$ cat config.mk
export PLATFORM = sky130hd
export DESIGN_NAME = cbr_refresh_gen
export DESIGN_NICKNAME = d
export VERILOG_FILES = /design/src/rtl/refresh_pkg.sv /design/src/rtl/rfsh_interval_timer.sv /design/src/rtl/rfsh_pending_tracker.sv /design/src/rtl/rfsh_strobe_seq.sv /design/src/rtl/cbr_refresh_gen.sv
export SDC_FILE = /design/constraint.sdc
export NUM_CORES = 1
export LEC_CHECK = 0
export BUFFER_PORTS_ARGS = -buffer_cell sky130_fd_sc_hd__buf_4
export CAP_MARGIN = 10
export CORE_UTILIZATION = 35
export DETAILED_ROUTE_END_ITERATION = 10
export HOLD_SLACK_MARGIN = 0.15
export PLACE_DENSITY = 0.56
export SYNTH_ARGS = -nofsm -noshare
export SYNTH_HDL_FRONTEND = slang
export SYNTH_SLANG_ARGS = --single-unit
$ cat constraint.sdc
create_clock -name clk -period 2.85 [get_ports clk]
set_clock_uncertainty 0.2 [all_clocks]
set_input_delay 0.7125 -clock clk [delete_from_list [all_inputs] [get_ports clk]]
set_output_delay 0.7125 -clock clk [all_outputs]
set_load 0.005 [all_outputs]
$ cat src/rtl/refresh_pkg.sv
package refresh_pkg;
   typedef enum logic [1:0] {
      SEQ_IDLE   = 2'd0,
      SEQ_LEAD   = 2'd1,
      SEQ_STROBE = 2'd2,
      SEQ_GAP    = 2'd3
   } seq_state_t;
endpackage

$ cat src/rtl/rfsh_interval_timer.sv
module rfsh_interval_timer #(
   parameter int TERM_TICKS = 223
) (
   input  logic clk,
   input  logic rst_n,
   input  logic tick,
   output logic expire
);
   localparam int CW = $clog2(TERM_TICKS);
   localparam logic [CW-1:0] LAST = CW'(TERM_TICKS - 1);

   logic [CW-1:0] cnt;

   assign expire = tick && (cnt == LAST);

   always_ff @(posedge clk or negedge rst_n) begin
      if (!rst_n)      cnt <= '0;
      else if (expire) cnt <= '0;
      else if (tick)   cnt <= cnt + CW'(1);
   end


   cnt_range_chk: assert property (@(posedge clk) disable iff (!rst_n)
      cnt <= LAST);
endmodule

$ cat src/rtl/rfsh_pending_tracker.sv
module rfsh_pending_tracker #(
   parameter int PEND_MAX = 2
) (
   input  logic clk,
   input  logic rst_n,
   input  logic expire,
   input  logic gnt,
   input  logic seq_idle,
   output logic req,
   output logic start
);
   localparam int PW = $clog2(PEND_MAX + 1);
   localparam logic [PW-1:0] PMAX = PW'(PEND_MAX);

   logic [PW-1:0] pend, pend_dec, pend_nx;

   assign req   = (pend != '0) && seq_idle;
   assign start = req && gnt;

   always_comb begin
      pend_dec = pend - PW'(start);
      pend_nx  = (expire && (pend_dec < PMAX)) ? pend_dec + PW'(1) : pend_dec;
   end

   always_ff @(posedge clk or negedge rst_n) begin
      if (!rst_n) pend <= '0;
      else        pend <= pend_nx;
   end


   pend_limit_chk: assert property (@(posedge clk) disable iff (!rst_n)
      pend <= PMAX);


   pend_swap_chk: assert property (@(posedge clk) disable iff (!rst_n)
      (start && expire) |=> (pend == $past(pend)));
endmodule

$ cat src/rtl/rfsh_strobe_seq.sv
module rfsh_strobe_seq
   import refresh_pkg::*;
#(
   parameter int NUM_CAS     = 8,
   parameter int NUM_RAS     = 6,
   parameter int STROBE_CLKS = 3
) (
   input  logic               clk,
   input  logic               rst_n,
   input  logic               start,
   output logic               idle,
   output logic               done,
   output logic [NUM_CAS-1:0] cas_n,
   output logic [NUM_RAS-1:0] ras_n
);
   localparam int BW = $clog2(NUM_RAS);
   localparam logic [BW-1:0] BLAST = BW'(NUM_RAS - 1);

   seq_state_t    state;
   logic [BW-1:0] bank;
   logic          wlast;

   generate
      if (STROBE_CLKS == 1) begin : g_single
         assign wlast = 1'b1;
      end else begin : g_count
         localparam int WW = $clog2(STROBE_CLKS);
         localparam logic [WW-1:0] WMAX = WW'(STROBE_CLKS - 1);
         logic [WW-1:0] wcnt;
         assign wlast = (wcnt == WMAX);
         always_ff @(posedge clk or negedge rst_n) begin
            if (!rst_n)                    wcnt <= '0;
            else if (state != SEQ_STROBE)  wcnt <= '0;
            else if (wlast)                wcnt <= '0;
            else                           wcnt <= wcnt + WW'(1);
         end
      end
   endgenerate

   always_ff @(posedge clk or negedge rst_n) begin
      if (!rst_n) begin
         state <= SEQ_IDLE;
         bank  <= '0;
      end else begin
         case (state)
            SEQ_IDLE:   if (start) state <= SEQ_LEAD;
            SEQ_LEAD: begin
               state <= SEQ_STROBE;
               bank  <= '0;
            end
            SEQ_STROBE: if (wlast) state <= SEQ_GAP;
            SEQ_GAP: begin
               if (bank == BLAST) state <= SEQ_IDLE;
               else begin
                  bank  <= bank + BW'(1);
                  state <= SEQ_STROBE;
               end
            end
            default:    state <= SEQ_IDLE;
         endcase
      end
   end

   assign idle  = (state == SEQ_IDLE);
   assign done  = (state == SEQ_GAP) && (bank == BLAST);
   assign cas_n = idle ? '1 : '0;

   for (genvar i = 0; i < NUM_RAS; i++) begin : g_ras
      assign ras_n[i] = !((state == SEQ_STROBE) && (bank == BW'(i)));
   end


   cas_group_chk: assert property (@(posedge clk) disable iff (!rst_n)
      (cas_n == '0) || (cas_n == '1));

   cas_lead_chk: assert property (@(posedge clk) disable iff (!rst_n)
      $fell(cas_n[0]) |-> (ras_n == '1));

   ras_single_chk: assert property (@(posedge clk) disable iff (!rst_n)
      $onehot0(~ras_n));

   ras_under_cas_chk: assert property (@(posedge clk) disable iff (!rst_n)
      (ras_n != '1) |-> (cas_n == '0));

   done_release_chk: assert property (@(posedge clk) disable iff (!rst_n)
      done |-> ((ras_n == '1) && (cas_n == '0)) ##1 (cas_n == '1));

   start_idle_chk: assert property (@(posedge clk) disable iff (!rst_n)
      start |-> idle);
endmodule

$ cat src/rtl/cbr_refresh_gen.sv
module cbr_refresh_gen #(
   parameter int TERM_TICKS  = 223,
   parameter int PEND_MAX    = 2,
   parameter int NUM_CAS     = 8,
   parameter int NUM_RAS     = 6,
   parameter int STROBE_CLKS = 3
) (
   input  logic               clk,
   input  logic               rst_n,
   input  logic               ref_tick,
   input  logic               rfsh_gnt,
   output logic               rfsh_req,
   output logic               rfsh_done,
   output logic [NUM_CAS-1:0] cas_n,
   output logic [NUM_RAS-1:0] ras_n
);
   generate
      if (TERM_TICKS < 2)  begin : g_bad_term  $error("TERM_TICKS must be at least 2"); end
      if (PEND_MAX < 1)    begin : g_bad_pend  $error("PEND_MAX must be at least 1"); end
      if (NUM_CAS < 1)     begin : g_bad_cas   $error("NUM_CAS must be at least 1"); end
      if (NUM_RAS < 2)     begin : g_bad_ras   $error("NUM_RAS must be at least 2"); end
      if (STROBE_CLKS < 1) begin : g_bad_width $error("STROBE_CLKS must be at least 1"); end
   endgenerate

   logic expire, start, seq_idle;

   rfsh_interval_timer #(.TERM_TICKS(TERM_TICKS)) u_timer (
      .clk(clk), .rst_n(rst_n), .tick(ref_tick), .expire(expire)
   );

   rfsh_pending_tracker #(.PEND_MAX(PEND_MAX)) u_track (
      .clk(clk), .rst_n(rst_n), .expire(expire), .gnt(rfsh_gnt),
      .seq_idle(seq_idle), .req(rfsh_req), .start(start)
   );

   rfsh_strobe_seq #(
      .NUM_CAS(NUM_CAS), .NUM_RAS(NUM_RAS), .STROBE_CLKS(STROBE_CLKS)
   ) u_seq (
      .clk(clk), .rst_n(rst_n), .start(start), .idle(seq_idle),
      .done(rfsh_done), .cas_n(cas_n), .ras_n(ras_n)
   );


   reset_quiet_chk: assert property (@(posedge clk) disable iff (!rst_n)
      $rose(rst_n) |-> (!rfsh_req && !rfsh_done && (cas_n == '1) && (ras_n == '1)));
endmodule

Word level (Yosys, flattened, before mapping)
Cells that the tools add are included.

word-level totals
  register bits after elaboration = 17
  logic and storage cells = 61
  input port bits = 4
  output and inout bits = 16

operators by class
  muxes and demuxes = 12
  $add $sub $neg = 5
  reductions and logical operators = 24
  magnitude comparators = 1
  eq/ne operators = 14

operators by type and width
  kind                                                                      number
  8-bit two-way mux                                                         3
  2-bit two-way mux                                                         6
  1-bit logical AND                                                         11
  8-bit by 1-bit adder with 8-bit output (second input constant)            1
  8-bit equality test (second input constant)                               1
  2-bit one-hot mux with 4 select lines                                     1
  2-bit equality test (second input constant)                               3
  3-bit by 2-bit equality test with 1-bit output (second input constant)    2
  3-bit equality test (second input constant)                               2
  1-bit zero test                                                           6
  2-bit inequality test (second input constant)                             3
  3-bit one-hot mux with 2 select lines                                     1
  2-bit nonzero test                                                        3
  2-bit by 1-bit adder with 2-bit output (second input constant)            2
  2-bit AND reduction                                                       2
  3-bit by 1-bit adder with 3-bit output (second input constant)            1
  3-bit by 1-bit equality test with 1-bit output (second input constant)    1
  3-bit zero test                                                           1
  3-bit two-way mux                                                         1
  2-bit by 1-bit equality test with 1-bit output (second input constant)    1
  2-bit zero test                                                           1
  2-bit less-than comparator (second input constant)                        1
  2-bit by 1-bit inequality test with 1-bit output (second input constant)  1
  2-bit by 1-bit subtractor with 2-bit output                               1

Longest topological paths before layout
Gate-level depths: netlist of run 1.

  depth in word-level cells = 7
  depth in mapped cells = 7
  depth with buffers taken out = 7

By module
From an unflattened synthesis of run 1, not the netlist that was laid out.

second synthesis, totals
  cell total of the unflattened synthesis = 112
  area total of the unflattened synthesis = 1106.1 µm²

by module, submodules not included
  module                seq. area each (µm²)  instances  cells an instance  area an instance (µm²)
  rfsh_strobe_seq       175.2                 1          52                 519.2
  rfsh_interval_timer   200.2                 1          49                 476.7
  rfsh_pending_tracker  50.0                  1          11                 110.1

Worst setup path before layout of run 1
OpenSTA, ideal clock, no wires.

  kind = register to register
  from = register u_seq.state[0]
  to = register u_track.pend[0]
  required time = 2.570 ns
  setup time = 0.080 ns
  clock period less this slack = 1.960 ns
  cell stages (with the launch flop) = 8
  path buffers = 0
  path slack = 0.890 ns
  arrival = 1.680 ns
  cells stage by stage = dfrtp_1 > nor2_1 > o21a_1 > and2_1 > ha_1 > xor2_1 > nor3_1 > xnor2_1

on the way
  longest elaborated chain between the ends = 7
  elaborated cells between the ends (all ways) = 8
  classes of those cells = add/sub (2); order compare (1); mux (1); reduce/logical (4)

RTL lines
  element                                          line                        text
  start: declaration                               rfsh_strobe_seq.sv:19       seq_state_t state;
  start signal: assignment                         rfsh_strobe_seq.sv:42       state <= SEQ_IDLE;
  start signal: assignment                         rfsh_strobe_seq.sv:46       SEQ_IDLE: if (start) state <= SEQ_LEAD;
  start signal: assignment                         rfsh_strobe_seq.sv:48       state <= SEQ_STROBE;
  2-bit zero test (*)                              rfsh_strobe_seq.sv:64       assign idle = (state == SEQ_IDLE);
  via seq_idle                                     cbr_refresh_gen.sv:25       logic expire, start, seq_idle;
  1-bit logical AND (*)                            rfsh_pending_tracker.sv:17  assign req = (pend != '0) && seq_idle;
  via rfsh_req                                     cbr_refresh_gen.sv:12       output logic rfsh_req,
  1-bit logical AND (*)                            rfsh_pending_tracker.sv:18  assign start = req && gnt;
  2-bit by 1-bit subtractor with 2-bit output (*)  rfsh_pending_tracker.sv:21  pend_dec = pend - PW'(start);
  2-bit less-than comparator                       rfsh_pending_tracker.sv:22  pend_nx = (expire && (pend_dec < PMAX)) ? pend_dec + PW'(1) : pend_dec;
  1-bit logical AND                                rfsh_pending_tracker.sv:22
  2-bit two-way mux (*)                            rfsh_pending_tracker.sv:22
  via u_track.pend_nx[0]                           rfsh_pending_tracker.sv:15  logic [PW-1:0] pend, pend_dec, pend_nx;
  end signal: assignment                           rfsh_pending_tracker.sv:27  else pend <= pend_nx;
  end: declaration                                 rfsh_pending_tracker.sv:15

Mark *: on every way through the listed nets, which the timed path passes. The rest lies on a longest branch.
A chain may end at the register's enable or synchronous reset.

Worst setup path in the final report of run 1
  from = register u_seq.bank[1]
  to = output port rfsh_done

on the way
  longest elaborated chain between the ends = 2

RTL lines
  element                   line                   text
  start: declaration        rfsh_strobe_seq.sv:20  logic [BW-1:0] bank;
  start signal: assignment  rfsh_strobe_seq.sv:55  bank <= bank + BW'(1);
  3-bit equality test       rfsh_strobe_seq.sv:65  assign done = (state == SEQ_GAP) && (bank == BLAST);
  1-bit logical AND         rfsh_strobe_seq.sv:65
  end: declaration          cbr_refresh_gen.sv:13  output logic rfsh_done,

No other way between the ends.

==> results_dict.tcl, run 1 <==
set metrics [dict create \
    status "completed" \
    place_inst 150 \
    track_usage 0.129 \
    yosysSeqAreaShare 0.412 \
    cp-start-kind "flip-flop" \
    nFillCells 264 \
    grt_pass1_vias 762 \
    max_slew_margin 0.814 \
    avgSynthCellArea_um2 9.56 \
    routed_via_density 5.22 \
    numCtsBuffers 3 \
    setup_violations 0 \
    worst_pin_slew_ns 0.275 \
    hold_path.class "flip-flop to flip-flop" \
    post-place-ws_ns 0.697 \
    fp.dieArea_um2 3170 \
    nNetsFinal 137 \
    clock.fmax_ghz 0.406 \
    multi_input_area_um2 493 \
    synth_top_area_share 0.412 \
    syn_nets 120 \
    start_util 0.371 \
    drv_slew 0 \
    ys.flop_type "dfrtp_1" \
    setup_slack_ns 0.385 \
    ys_types 38 \
    r2r_start "u_seq.state[0]$_DFFE_PN0P_" \
    yosys.area.top_type "dfrtp_1" \
    layout_min_cycle_time_ns 2.46 \
    peakVddDrop_mv 0.566 \
    dr.pass1.iters 4 \
    port_buffers 19 \
    antenna_found_initial 0 \
    powerDensity_nw_per_um2 997 \
    fp.coreArea_um2 2780 \
    final_cell_mix "buf_4, dfrtp_1, inv_1, nand2_1, ha_1" \
    power.static_leakage_nw 0.571 \
    drive_gt1_frac 0.226 \
    crit_type "flip-flop to primary output" \
    regArea_um2 425 \
    place_congestion 0.822 \
    hpwl_um 1450 \
    yosysWarningCount 0 \
    syn_to_final_growth_pct 15.5 \
    finalPower_mw 1.19 \
    syn-cell-area_um2 1030 \
    required_ns 1.94 \
    wl_per_cell_um 12.0 \
    cap_violations 0 \
    wl_um 1860 \
    gr-total-overflow 0 \
    worst_hold_path.num_cells 1 \
    synth_edf_count 0 \
    r2r_cells 7 \
    num_vias 809 \
    final_common_cell "buf_4" \
    cts_root_buf "clkbuf_4" \
    hold_viol 0 \
    stdcell_count 155 \
    die_y_um 56.3 \
    period_share 0.865 \
    cts_buffer_depth 2 \
    rsz0062_at_grt "false" \
    post_cts_buffers 0 \
    drc 0 \
    syn_inst 108 \
    grt_max_degree 18 \
    htreeDepth 1 \
    min_to "u_seq.g_count.wcnt[0]$_DFF_PN0_" \
    n_antenna_cell 0 \
    ys_seq_elements 17 \
    r2r-end "u_track.pend[0]$_DFF_PN0_" \
    ant_nets 0 \
    clock_sinks 17 \
    crit_arrival_ns 1.55 \
    cts.reportedPaths.clkPinSlew_ns 0.10 \
    path_max_fanout 6 \
    drtIter0Drc 31 \
    rows 19 \
    clk-insertion-delay-late_ns 0.29 \
    hold_start "u_seq.g_count.wcnt[0]$_DFF_PN0_" \
    ioPinCount 20 \
    grt_pass1_wl_um 3210 \
    r2r_slack_ns 1.06 \
    ys_async_sr_fraction 1.00 \
    die-width_um 56.3 \
    synth.area.top_cells "dfrtp_1, ha_1, buf_4, inv_1, nor3_1" \
    end_kind "primary output" \
    tns_ns 0 \
    cts_tree "built" \
]
critical path: stages (launching register included):
cell and delay (ns):
dfrtp_1 0.41, inv_1 0.12, ha_1 0.25, nand2_1 0.09, nor3_1 0.23, buf_4 0.17
registers in the layout, indices dropped and copies added, names as in the netlist:
register / flops
u_seq.bank: 3
u_seq.g_count.wcnt: 2
u_seq.state: 2
u_timer.cnt: 8
u_track.pend: 2
layer usage:
layer	track usage	routed length [um]	up-vias
met5	0	0	-
met1	0.161	875	384
met4	0.0627	32	0
met2	0.216	895	16
met3	0.0207	56	4
li1	-	-	405
report_power, final:
part	internal (mW)	switching [mW]	total (mW)
registers	0.350	0.126	0.476
clock network	0.0544	0.0737	0.128
logic	0.301	0.284	0.584
total	0.705	0.483	1.19
cell usage after synthesis (all sizes together) (2+ instances only):
cell / number
nand2: 8
buf: 9
nand3: 3
dfrtp: 17
ha: 8
inv: 13
nand4: 2
o21ai: 5
o22ai: 2
nor2: 6
or3: 2
nor3: 6
a21oi: 4
metrics by stage:
| step | cell area [um2] | hold WS (ns) | util |
|---|---|---|---|
| finish | 1190 | 0.241 | 0.429 |
| global route | 1190 | 0.280 | 0.429 |
| CTS | 1190 | 0.247 | 0.429 |
| detailed placement | 1160 | 0.232 | 0.416 |
| global placement | 1160 | 0.220 | 0.416 |
| floorplan | 1030 | 0.208 | - |
worst max path at each step:
stage / endpoint / from
finish: rfsh_done / u_seq.bank[1]$_DFFE_PN0P_
global route: rfsh_done / u_seq.bank[1]$_DFFE_PN0P_
CTS: rfsh_done / u_seq.bank[1]$_DFFE_PN0P_
floorplan: u_track.pend[0]$_DFF_PN0_ / u_seq.state[0]$_DFFE_PN0P_
global placement: rfsh_done / u_seq.bank[1]$_DFFE_PN0P_
detailed placement: rfsh_done / u_seq.bank[1]$_DFFE_PN0P_
logic make-up (layout without fill, tap and decap cells):
kind of cell / count (synthesis) / in the layout / share of synthesized area
AND/OR/NAND/NOR: 35 / 35 / 0.190
AO/OA/AOI/OAI: 22 / 22 / 0.153
buffers and inverters: 22 / 38 / 0.110
flip-flops: 17 / 17 / 0.412
adder cells (fa/ha/maj): 8 / 8 / 0.0970
XOR/XNOR: 2 / 2 / 0.0170
multiplexers: 2 / 2 / 0.0206
final cells by class:
class | count | area share
Timing Repair Buffer | 21 | 0.134
Sequential cell | 17 | 0.357
Clock buffer | 4 | 0.0220
Multi-Input combinational cell | 69 | 0.413
Inverter | 13 | 0.0409
Tap cell | 31 | 0.0325
repair_timing:
item                                   CTS  global route
endpoints found under the hold margin   17             0
gates resized for setup                  0             0
hold buffers                             1             0
No activity file was read; power rests on OpenSTA's default activity.
==> inputs of run 2 (changes only) <==
--- a/config.mk
+++ b/config.mk
@@ -10,7 +10,7 @@
 export CORE_UTILIZATION = 35
 export DETAILED_ROUTE_END_ITERATION = 10
 export HOLD_SLACK_MARGIN = 0.15
-export PLACE_DENSITY = 0.56
+export PLACE_DENSITY = 0.58
 export SYNTH_ARGS = -nofsm -noshare
 export SYNTH_HDL_FRONTEND = slang
 export SYNTH_SLANG_ARGS = --single-unit
==> constraint.sdc (replaced) <==
create_clock -name clk -period 2.1 [get_ports clk]
set_clock_uncertainty 0.2 [all_clocks]
set_input_delay 0.525 -clock clk [delete_from_list [all_inputs] [get_ports clk]]
set_output_delay 0.525 -clock clk [all_outputs]
set_load 0.005 [all_outputs]
==> run 2 against run 1 <==
Sequential share of layout area shrank 2.0 points. Largest power group unchanged. Critical path type unchanged. Utilization grew 2.9 points. Register-to-register slack lost 0.74 ns.
==> results_dict.tcl, run 2 (synthesis gave the netlist of run 1 again) <==
set metrics [dict create \
    power.share.combinational 0.515 \
    syn_to_final_growth_pct 23.3 \
    crit_arrival_ns 1.32 \
    power.static_leakage_nw 0.600 \
    grt_pass1_vias 775 \
    place_congestion 0.740 \
    required_ns 1.37 \
    cp-start-kind "flip-flop" \
    rows 19 \
    htreeDepth 1 \
    gr-total-overflow 0 \
    cts_buffer_depth 2 \
    fp.coreArea_um2 2780 \
    final_cell_mix "buf_4, dfrtp_1, inv_1, nand2_1, ha_1" \
    wl_per_cell_um 12.5 \
    fp.dieArea_um2 3170 \
    nNetsFinal 142 \
    grt_max_degree 18 \
    layout_min_cycle_time_ns 2.05 \
    reg_top3 "u_timer.cnt (8), u_seq.bank (3)" \
    wl_um 1990 \
    antenna_found_initial 0 \
    ioPinCount 20 \
    top_register "u_timer.cnt" \
    setup_slack_ns 0.0527 \
    end_kind "primary output" \
    hold_viol 0 \
    largest_reg_flops 8 \
    dr.pass1.iters 4 \
    path_max_fanout 3 \
    worst_hold_path.num_cells 1 \
    nFillCells 272 \
    drive_gt1_frac 0.333 \
    cts_root_buf "clkbuf_4" \
    post-place-ws_ns 0.157 \
    switching_power_mw 0.708 \
    regArea_um2 429 \
    rsz0062_at_grt "true" \
    worst_pin_slew_ns 0.272 \
    num_vias 826 \
    clock_sinks 17 \
    max_slew_margin 0.816 \
    track_usage 0.138 \
    drv_slew 0 \
    routed_via_density 5.16 \
    drtIter0Drc 13 \
    cts.reportedPaths.clkPinSlew_ns 0.10 \
    numCtsBuffers 3 \
    setup_violations 0 \
    status "completed" \
    n_antenna_cell 0 \
    switching_share 0.410 \
    intPower_mw 1.02 \
    p_seq_frac 0.381 \
    clk-insertion-delay-late_ns 0.29 \
    stdcell_count 160 \
    multi_input_area_um2 532 \
    hpwl_um 1480 \
    r2r_cells 7 \
    clock_power_share 0.103 \
    crit_type "flip-flop to primary output" \
    port_buffers 19 \
    clock.fmax_ghz 0.488 \
    drc 0 \
    powerDensity_nw_per_um2 1360 \
    cap_violations 0 \
    grt_pass1_wl_um 3390 \
    peakVddDrop_mv 0.694 \
    die_y_um 56.3 \
    start_util 0.371 \
    place_inst 150 \
    cts_tree "built" \
    hold_path.class "flip-flop to flip-flop" \
    ant_nets 0 \
    die-width_um 56.3 \
    final_common_cell "buf_4" \
    period_share 0.975 \
]
run 2: changes by cell type in the layout (fill, tap and decap cells not counted), moves of 2 or more:
cell | before | now
nor2_1 | 6 | 4
ha_1 | 8 | 6
buf_4 | 20 | 25
dfrtp_2 | 0 | 3
dfrtp_1 | 17 | 14
nor2_2 | 0 | 2
run 2: path summary, 6_finish.rpt:
check | start | endpoint | slack, ns
min reg2reg | u_seq.g_count.wcnt[0]$_DFF_PN0_ | u_seq.g_count.wcnt[0]$_DFF_PN0_ | 0.24
min | u_seq.g_count.wcnt[0]$_DFF_PN0_ | u_seq.g_count.wcnt[0]$_DFF_PN0_ | 0.24
min in group asynchronous | rst_n | u_seq.bank[2]$_DFFE_PN0P_ | 0.42
max | u_seq.bank[1]$_DFFE_PN0P_ | rfsh_done | 0.05
max in group asynchronous | rst_n | u_seq.bank[0]$_DFFE_PN0P_ | 1.07
max reg2reg | u_seq.state[1]$_DFFE_PN0P_ | u_track.pend[0]$_DFF_PN0_ | 0.32
run 2: layer usage:
| layer | global-route usage | part of all wire |
|---|---|---|
| met5 | 0 | 0 |
| met4 | 0.0418 | 0.0090 |
| met3 | 0.0484 | 0.044 |
| met2 | 0.221 | 0.48 |
| met1 | 0.176 | 0.46 |
run 2: repair_timing:
item	in CTS	in global routing
buffers inserted	0	5
setup endpoints to repair	1	7
gates resized for setup	4	9
hold buffers	1	0
endpoints found under the hold margin	17	0
pin swaps	0	2
run 2: cell type report:
type,instances,share of cell area
Sequential cell,17,0.337
Clock buffer,4,0.0206
Timing Repair Buffer,26,0.155
Multi-Input combinational cell,69,0.418
Tap cell,31,0.0305
Inverter,13,0.0383
run 2: worst max-delay path, stage by stage (launching register included):
cell	delay [ns]
dfrtp_1	0.42
inv_2	0.10
ha_4	0.16
nand2_4	0.06
nor3_4	0.17
buf_4	0.13
run 2: power groups by stage:
| stage | Clock, mW | Sequential (mW) | Combinational, mW |
|---|---|---|---|
| after floorplan | 0 | 0.609 | 0.592 |
| after global placement | 0 | 0.645 | 0.781 |
| after detailed placement | 0 | 0.652 | 0.802 |
| after CTS | 0.188 | 0.652 | 0.825 |
| after global routing | 0.202 | 0.687 | 1.01 |
| final | 0.178 | 0.659 | 0.890 |
run 2: metrics by stage:
step	util	power [mW]	area [um2]	setup TNS, ns	hold WS, ns
after floorplan	-	1.20	1030	0	0.0294
after global placement	0.416	1.43	1160	0	0.200
after detailed placement	0.416	1.45	1160	0	0.203
after CTS	0.435	1.67	1210	0	0.239
after global routing	0.457	1.89	1270	-0.0401	0.256
final	0.457	1.73	1270	0	0.237
